`src/rtl/lcbPkg.sv`:
```
package lcbPkg;
  localparam int DATA_W = 16;
  localparam int HALF_W = 8;

  typedef enum logic [3:0] {
    OP_AND  = 4'd0,
    OP_OR   = 4'd1,
    OP_XOR  = 4'd2,
    OP_LDA  = 4'd3,
    OP_LDX  = 4'd4,
    OP_LDY  = 4'd5,
    OP_CMPA = 4'd6,
    OP_CMPX = 4'd7,
    OP_CMPY = 4'd8,
    OP_BIT  = 4'd9
  } opCode_e;

  typedef enum logic [1:0] {
    SEL_NONE = 2'd0,
    SEL_A    = 2'd1,
    SEL_X    = 2'd2,
    SEL_Y    = 2'd3
  } regSel_e;

  typedef enum logic [1:0] {
    LK_AND  = 2'd0,
    LK_OR   = 2'd1,
    LK_XOR  = 2'd2,
    LK_PASS = 2'd3
  } logicKind_e;

  typedef struct packed {
    regSel_e    tgtSel;
    regSel_e    srcSel;
    logicKind_e logicKind;
    logic       isWrite;
    logic       isCompare;
    logic       isBit;
  } ctrlStrobes_t;
endpackage

```
`src/rtl/lcbControl.sv`:
```
module lcbControl
  import lcbPkg::*;
(
  input  logic [3:0]   opCode,
  output ctrlStrobes_t ctrl
);
  always_comb begin
    ctrl = '{tgtSel: SEL_NONE, srcSel: SEL_A, logicKind: LK_PASS,
             isWrite: 1'b0, isCompare: 1'b0, isBit: 1'b0};
    case (opCode)
      OP_AND:  begin ctrl.tgtSel = SEL_A; ctrl.logicKind = LK_AND; ctrl.isWrite = 1'b1; end
      OP_OR:   begin ctrl.tgtSel = SEL_A; ctrl.logicKind = LK_OR;  ctrl.isWrite = 1'b1; end
      OP_XOR:  begin ctrl.tgtSel = SEL_A; ctrl.logicKind = LK_XOR; ctrl.isWrite = 1'b1; end
      OP_LDA:  begin ctrl.tgtSel = SEL_A; ctrl.isWrite = 1'b1; end
      OP_LDX:  begin ctrl.tgtSel = SEL_X; ctrl.isWrite = 1'b1; end
      OP_LDY:  begin ctrl.tgtSel = SEL_Y; ctrl.isWrite = 1'b1; end
      OP_CMPA: begin ctrl.srcSel = SEL_A; ctrl.isCompare = 1'b1; end
      OP_CMPX: begin ctrl.srcSel = SEL_X; ctrl.isCompare = 1'b1; end
      OP_CMPY: begin ctrl.srcSel = SEL_Y; ctrl.isCompare = 1'b1; end
      OP_BIT:  begin ctrl.isBit = 1'b1; end
      default: ;
    endcase
  end

  // at most one class of operation is active, and only writers name a target
  always_comb begin
    a_r7_one_class: assert ($countones({ctrl.isWrite, ctrl.isCompare, ctrl.isBit}) <= 1);
    a_r3_no_target: assert (ctrl.isWrite || ctrl.tgtSel == SEL_NONE);
  end
endmodule

```
`src/rtl/lcbDatapath.sv`:
```
module lcbDatapath
  import lcbPkg::*;
#(
  parameter int DW = DATA_W,
  parameter int HW = HALF_W
) (
  input  ctrlStrobes_t  ctrl,
  input  logic          wide,
  input  logic [DW-1:0] regA,
  input  logic [DW-1:0] regX,
  input  logic [DW-1:0] regY,
  input  logic [DW-1:0] memOp,
  output logic [DW-1:0] wrData,
  output logic [1:0]    wrSel,
  output logic          flagN,
  output logic          flagV,
  output logic          flagZ,
  output logic          flagC,
  output logic          updN,
  output logic          updV,
  output logic          updZ,
  output logic          updC
);
  localparam int UPPER_W = DW - HW;

  logic [DW-1:0] widthMask;
  logic [DW-1:0] srcVal;
  logic [DW-1:0] tgtOld;
  logic [DW-1:0] logicRes;
  logic [DW-1:0] maskedRes;
  logic [DW:0]   diffVal;
  logic [DW-1:0] bitAnd;
  logic          resTop;
  logic          diffTop;
  logic          memTop;
  logic          memNext;

  assign widthMask = wide ? {DW{1'b1}} : {{UPPER_W{1'b0}}, {HW{1'b1}}};

  always_comb begin
    case (ctrl.srcSel)
      SEL_X:   srcVal = regX;
      SEL_Y:   srcVal = regY;
      default: srcVal = regA;
    endcase
    case (ctrl.tgtSel)
      SEL_X:   tgtOld = regX;
      SEL_Y:   tgtOld = regY;
      default: tgtOld = regA;
    endcase
  end

  always_comb begin
    case (ctrl.logicKind)
      LK_AND:  logicRes = regA & memOp;
      LK_OR:   logicRes = regA | memOp;
      LK_XOR:  logicRes = regA ^ memOp;
      default: logicRes = memOp;
    endcase
  end

  assign maskedRes = logicRes & widthMask;
  assign diffVal   = {1'b0, srcVal & widthMask} - {1'b0, memOp & widthMask};
  assign bitAnd    = memOp & regA & widthMask;

  assign resTop  = wide ? maskedRes[DW-1]   : maskedRes[HW-1];
  assign diffTop = wide ? diffVal[DW-1]     : diffVal[HW-1];
  assign memTop  = wide ? memOp[DW-1]       : memOp[HW-1];
  assign memNext = wide ? memOp[DW-2]       : memOp[HW-2];

  always_comb begin
    wrSel  = ctrl.isWrite ? ctrl.tgtSel : SEL_NONE;
    wrData = ctrl.isWrite ? ((tgtOld & ~widthMask) | maskedRes) : '0;

    updN = ctrl.isWrite | ctrl.isCompare | ctrl.isBit;
    updZ = updN;
    updV = ctrl.isBit;
    updC = ctrl.isCompare;

    flagN = 1'b0;
    flagZ = 1'b0;
    flagV = 1'b0;
    flagC = 1'b0;
    if (ctrl.isWrite) begin
      flagN = resTop;
      flagZ = (maskedRes == '0);
    end else if (ctrl.isCompare) begin
      flagN = diffTop;
      flagZ = ((diffVal[DW-1:0] & widthMask) == '0);
      flagC = ~diffVal[DW];
    end else if (ctrl.isBit) begin
      flagN = memTop;
      flagV = memNext;
      flagZ = (bitAnd == '0);
    end
  end

  // Checks against the strobes from the control module
  always_comb begin
    a_r7_flag_quiet: assert ((updV || !flagV) && (updC || !flagC)
                             && (updN || !flagN) && (updZ || !flagZ));
    a_r3_compare_no_write: assert (!ctrl.isCompare || wrSel == SEL_NONE);
    a_r5_bit_no_carry: assert (!ctrl.isBit || (!updC && wrSel == SEL_NONE));
    a_r6_upper_kept: assert (wide || !ctrl.isWrite
                             || wrData[DW-1:HW] == tgtOld[DW-1:HW]);
    a_r1_write_flags: assert (!ctrl.isWrite || (updN && updZ && !updV && !updC));
  end
endmodule

```
`src/rtl/lcbUnit.sv`:
```
module lcbUnit
  import lcbPkg::*;
(
  input  logic [3:0]  opCode,
  input  logic        wide,
  input  logic [15:0] regA,
  input  logic [15:0] regX,
  input  logic [15:0] regY,
  input  logic [15:0] memOp,
  output logic [15:0] wrData,
  output logic [1:0]  wrSel,
  output logic        flagN,
  output logic        flagV,
  output logic        flagZ,
  output logic        flagC,
  output logic        updN,
  output logic        updV,
  output logic        updZ,
  output logic        updC
);
  ctrlStrobes_t ctrl;

  lcbControl uCtrl (
    .opCode (opCode),
    .ctrl   (ctrl)
  );

  lcbDatapath #(.DW(DATA_W), .HW(HALF_W)) uPath (
    .ctrl   (ctrl),
    .wide   (wide),
    .regA   (regA),
    .regX   (regX),
    .regY   (regY),
    .memOp  (memOp),
    .wrData (wrData),
    .wrSel  (wrSel),
    .flagN  (flagN),
    .flagV  (flagV),
    .flagZ  (flagZ),
    .flagC  (flagC),
    .updN   (updN),
    .updV   (updV),
    .updZ   (updZ),
    .updC   (updC)
  );
endmodule

```
`config.mk`:
```
export PLATFORM = sky130hd
export DESIGN_NAME = lcbUnit
export DESIGN_NICKNAME = d
export VERILOG_FILES = /design/src/rtl/lcbPkg.sv /design/src/rtl/lcbControl.sv /design/src/rtl/lcbDatapath.sv /design/src/rtl/lcbUnit.sv
export SDC_FILE = /design/constraint.sdc
export NUM_CORES = 1
export LEC_CHECK = 0
export ABC_CLOCK_PERIOD_IN_PS = 6300
export BUFFER_PORTS_ARGS = -buffer_cell sky130_fd_sc_hd__buf_2
export CORE_MARGIN = 4
export CORE_UTILIZATION = 40
export DETAILED_ROUTE_END_ITERATION = 8
export GPL_TIMING_DRIVEN = 0
export PLACE_DENSITY = 0.67
export SLEW_MARGIN = 15
export SYNTH_ARGS = -nofsm -noshare
export SYNTH_HDL_FRONTEND = slang
export SYNTH_SLANG_ARGS = --single-unit
export TNS_END_PERCENT = 50
```
`constraint.sdc`:
```
create_clock -name vclk -period 6.3
set_clock_uncertainty 0.05 [all_clocks]
set_input_delay 0.63 -clock vclk [all_inputs]
set_output_delay 0.63 -clock vclk [all_outputs]
set_load 0.02 [all_outputs]
```
Word-level counts from Yosys, hierarchy flattened
Cells that the tools add are included.

Bits in registers: 0. Bits of input ports: 69.

Reductions and logical operators: 8. Add/sub/neg operators: 1. Mux-type cells: 27. Equal/unequal tests: 15. Bitwise gates (word level): 14.

Operators with widths (number): $and A16 B16 Y16 (7); $pmux W16 S2 (2); $logic_not A16 Y1 (3); $pmux W16 S3 (1); $mux W16 (2); $or A16 B16 Y16 (2); $mux W1 (18); $sub A16 B16 Y17 (1); $eq A4 B3 Y1 const B (4); $not A16 Y16 (1); $xor A16 B16 Y16 (1); $pmux W2 S3 (2); $eq A2 B2 Y1 const B (5); $eq A4 B2 Y1 const B (2); $eq A4 B4 Y1 const B (2); $reduce_or A6 Y1 (1); $eq A4 B1 Y1 const B (1); $logic_not A4 Y1 (1); $pmux W2 S2 (1); $reduce_or A4 Y1 (1); $reduce_or A3 Y1 (1); $eq A2 B1 Y1 const B (1); $logic_not A2 Y1 (1); $mux W2 (1); 2 further kinds (3).

Depth between registers and ports, before layout
Depth in word-level cells: 10. Gate-level depth with buffers: 16.

Cells and area by module
A second synthesis with hierarchy kept.

Cells, all modules: 378. Area, all modules: 2783.9 um^2.

By module, submodules not included: lcbDatapath (area an instance 2705.1 um^2, instances 1, cells an instance 365); lcbControl (area an instance 78.8 um^2, instances 1, cells an instance 13).

Worst setup path before layout
No wires, ideal clock.

Kind: input to output. Start point: input port opCode[1]. End point: output port flagZ. Arrival: 4.144 ns. Cell stages on the path: 15. Setup slack: 1.476 ns. Data required time: 5.620 ns. Path through: buf_2 clkbuf_1 and3_1 clkbuf_1 clkbuf_1 nor3_1 a221o_1 ha_1 a21o_1 o21bai_1 a21o_1 xor2_1 a2111o_1 or4_1 o21ai_1.

Longest elaborated chain between the ends: 10. Elaborated cells between the ends (all ways): 33.

RTL lines: start: declaration (line lcbUnit.sv:4) `input logic [3:0] opCode,`; $eq A4 B4 Y1 / $eq A4 B3 Y1 (equally long branches) (line lcbControl.sv:10) `case (opCode)`; $pmux W2 S2 (line lcbControl.sv:10); $eq A2 B2 Y1 (line lcbDatapath.sv:41) `case (ctrl.srcSel)`; $pmux W16 S2 (line lcbDatapath.sv:41); $and A16 B16 Y16 (line lcbDatapath.sv:63) `assign diffVal = {1'b0, srcVal & widthMask} - {1'b0, memOp & widthMask};`; $sub A16 B16 Y17 (line lcbDatapath.sv:63); $and A16 B16 Y16 (line lcbDatapath.sv:89) `flagZ = ((diffVal[DW-1:0] & widthMask) == '0);`; $logic_not A16 Y1 (line lcbDatapath.sv:89); $mux W1 (line lcbDatapath.sv:87) `end else if (ctrl.isCompare) begin`; $mux W1 (*) (line lcbDatapath.sv:84) `if (ctrl.isWrite) begin`; end: declaration (line lcbUnit.sv:14) `output logic flagZ,`.

Mark *: on every way between the ends. The rest lies on a longest branch, timed or not.

Worst setup path after layout
Same ends and word-level chain as after synthesis.

==> flow_metrics.py <==
metrics = {
    "logic_synthesis": {
        "ys_seq_area_frac": 0,
        "synth_nets": 520,
        "avgSynthCellArea_um2": 6.374,
        "netlist.area_leader.share": 0.2338,
        "ys_top_cells_by_area": "ha_1 (23%), nor2_1 (8.6%), a21oi_1 (6.2%)",
        "yosysUniqueCellTypes": 47,
        "synth_area_leader_cell": "ha_1",
        "ys_warn_count": 0,
        "postSynthCellCount": 403,
        "synth_area_mm2": 0.002569,
    },
    "final_layout": {
        "nets": 616,
        "syn2layout_area_growth_pct": 21.97,
        "fillers": 643,
        "mostFrequentLayoutCell": "buf_2",
        "fin_cells": 572,
        "n_clock_buffer": 0,
        "regArea_um2": 0,
        "flops_and_latches": 0,
        "diodes": 0,
        "final_cell_mix": "buf_2 (98), nor2_1 (59), ha_1 (48)",
        "fin_area_mm2": 0.003133,
        "drive_gt1_frac": 0.2052,
        "multi_input_area_mm2": 0.002308,
    },
    "route": {
        "dr_wl_met2_um": 4238,
        "drtIter0Drc": 222,
        "dr_wl_met3_um": 657,
        "drc": 0,
        "finalWirelength_um": 9171,
        "drtAntennaViolNets": 0,
        "topRoutingLayerUsed": "met4",
        "wire_per_inst_um": 16.03,
        "vias_per_cell": 5.703,
        "num_vias": 3262,
        "wirelength_met1_um": 4165,
        "firstDrtPassIters": 5,
    },
    "critical_path": {
        "critical_path_peak_fanout": 10,
        "critPathKind": "input port to primary output",
        "arrival_ns": 4.91,
        "critPathRequiredTime_ns": 5.62,
        "cp-start-kind": "input port",
        "endpoint_kind": "primary output",
    },
    "timing": {
        "fmaxAchievable_mhz": 178.9,
        "slew_viol_final": 0,
        "period_minus_slack_ns": 5.589,
        "setup_viol": 0,
        "final_hold_viol_count": 0,
        "worst_slew_pin_slew_ns": 1.037,
        "setup_tns_ns": 0,
        "grt_setup_unrepaired": "no",
        "max_slew_margin": 0.3047,
        "fin_crit_sh": 0.8872,
    },
    "clocking": {
        "cts_hold_buf": 0,
        "post_cts_resized": 0,
        "cts_setup_buffers": 0,
    },
    "floorplanning": {
        "die_y_um": 88.14,
        "die_area_mm2": 0.007768,
        "start_util": 0.4238,
        "fp.coreArea_mm2": 0.006061,
        "ios": 95,
        "dieWidth_um": 88.14,
        "num_rows": 28,
    },
    "place": {
        "hpwl_um": 7741,
        "dp_cells": 572,
        "gp_congestion": 0.9979,
        "place_area_mm2": 0.003133,
        "port_buffers": 94,
    },
    "run": {
        "cap_violations": 0,
    },
    "hold_path": {
        "holdPathStages": 4,
        "hold_class": "input port to primary output",
    },
    "power": {
        "p_per_area_mw_per_mm2": 78.59,
        "ir_worst_vdd_uv": 43.03,
        "power.leakage_nw": 1.646,
    },
    "global_routing": {
        "grt_start_max_net_pins": 11,
        "grt.total_usage": 0.2267,
        "grt_pass1_wl_um": 14340,
        "grt_pass1_vias": 3043,
        "grt_antenna_before_repair": 0,
        "overflow": 0,
    },
    "run_status": {
        "status": "complete, no violations",
    },
}
==> layout make-up <==
| class | count | area share |
|---|---|---|
| multi-input cells | 337 | 0.7368 |
| repair buffers | 94 | 0.1502 |
| inverters | 38 | 0.04553 |
| plain buffers | 28 | 0.03754 |
| well taps | 75 | 0.02995 |
==> per-stage QoR <==
stage | setup WS [ns] | hold slack [ns] | utilization | power (mW)
after floorplan | 1.476 | 1.459 | - | 0.1628
after global placement | 0.7783 | 1.700 | 0.5169 | 0.2371
after detailed placement | 0.7549 | 1.705 | 0.5169 | 0.2417
after CTS | 0.7415 | 1.712 | 0.5169 | 0.2427
after global routing | 0.4300 | 1.749 | 0.5169 | 0.2719
final | 0.7106 | 1.719 | 0.5169 | 0.2462
==> cells by family after synthesis <==
logic type      Yosys count  synth area share
mux                      11           0.04287
simple gates            144            0.2679
buf+inv                  66            0.1013
fa+ha+maj                48            0.2338
compound gates          129            0.3371
xor+xnor                  5           0.01705
==> critical path: stages <==
cell and delay [ns]:
buf_2 0.12, buf_2 0.24, clkbuf_1 0.37, and3_1 0.22
clkbuf_1 0.20, clkbuf_1 0.40, nor3_1 0.13, a221o_1 0.29
ha_1 0.33, a21o_1 0.21, o21bai_1 0.15, a21o_1 0.19
xor2_1 0.18, a2111o_1 0.37, or4_1 0.54, o21ai_1 0.14
buf_2 0.18
==> metal layers <==
metal  global-route usage  vias to the layer above
met5                    0                        -
met2               0.3801                      135
met1               0.3237                     1473
li1                     -                     1642
met3              0.01881                       12
met4              0.03022                        0
==> synth_stat cells (2+ instances only) <==
cell / instances
a21boi_0: 8
a21o_1: 6
a221o_1: 9
nand2b_1: 6
nor2_1: 59
a21oi_1: 32
buf_2: 4
nor2b_1: 15
o22ai_1: 7
a211oi_1: 11
a32oi_1: 2
o21ai_1: 3
and3_1: 2
o21ai_0: 22
nand4_1: 3
ha_1: 48
buf_4: 2
a22oi_1: 9
o221ai_1: 4
nor3_1: 12
o21a_1: 2
inv_1: 38
clkbuf_1: 21
a22o_1: 3
mux2i_1: 11
o32ai_1: 4
xor2_1: 4
nand3_1: 2
nor4_1: 7
nand2_1: 30
==> report_power, final <==
group / internal (mW) / switching [mW]
clock network: 0 / 0
registers: 0 / 0
logic: 0.0998 / 0.146
total: 0.0998 / 0.146
==> final timing paths <==
check             startpoint  endpoint
hold / removal     opCode[2]  wrSel[0]
setup / recovery   opCode[1]     flagZ
Power figures use the tool's default switching activity.
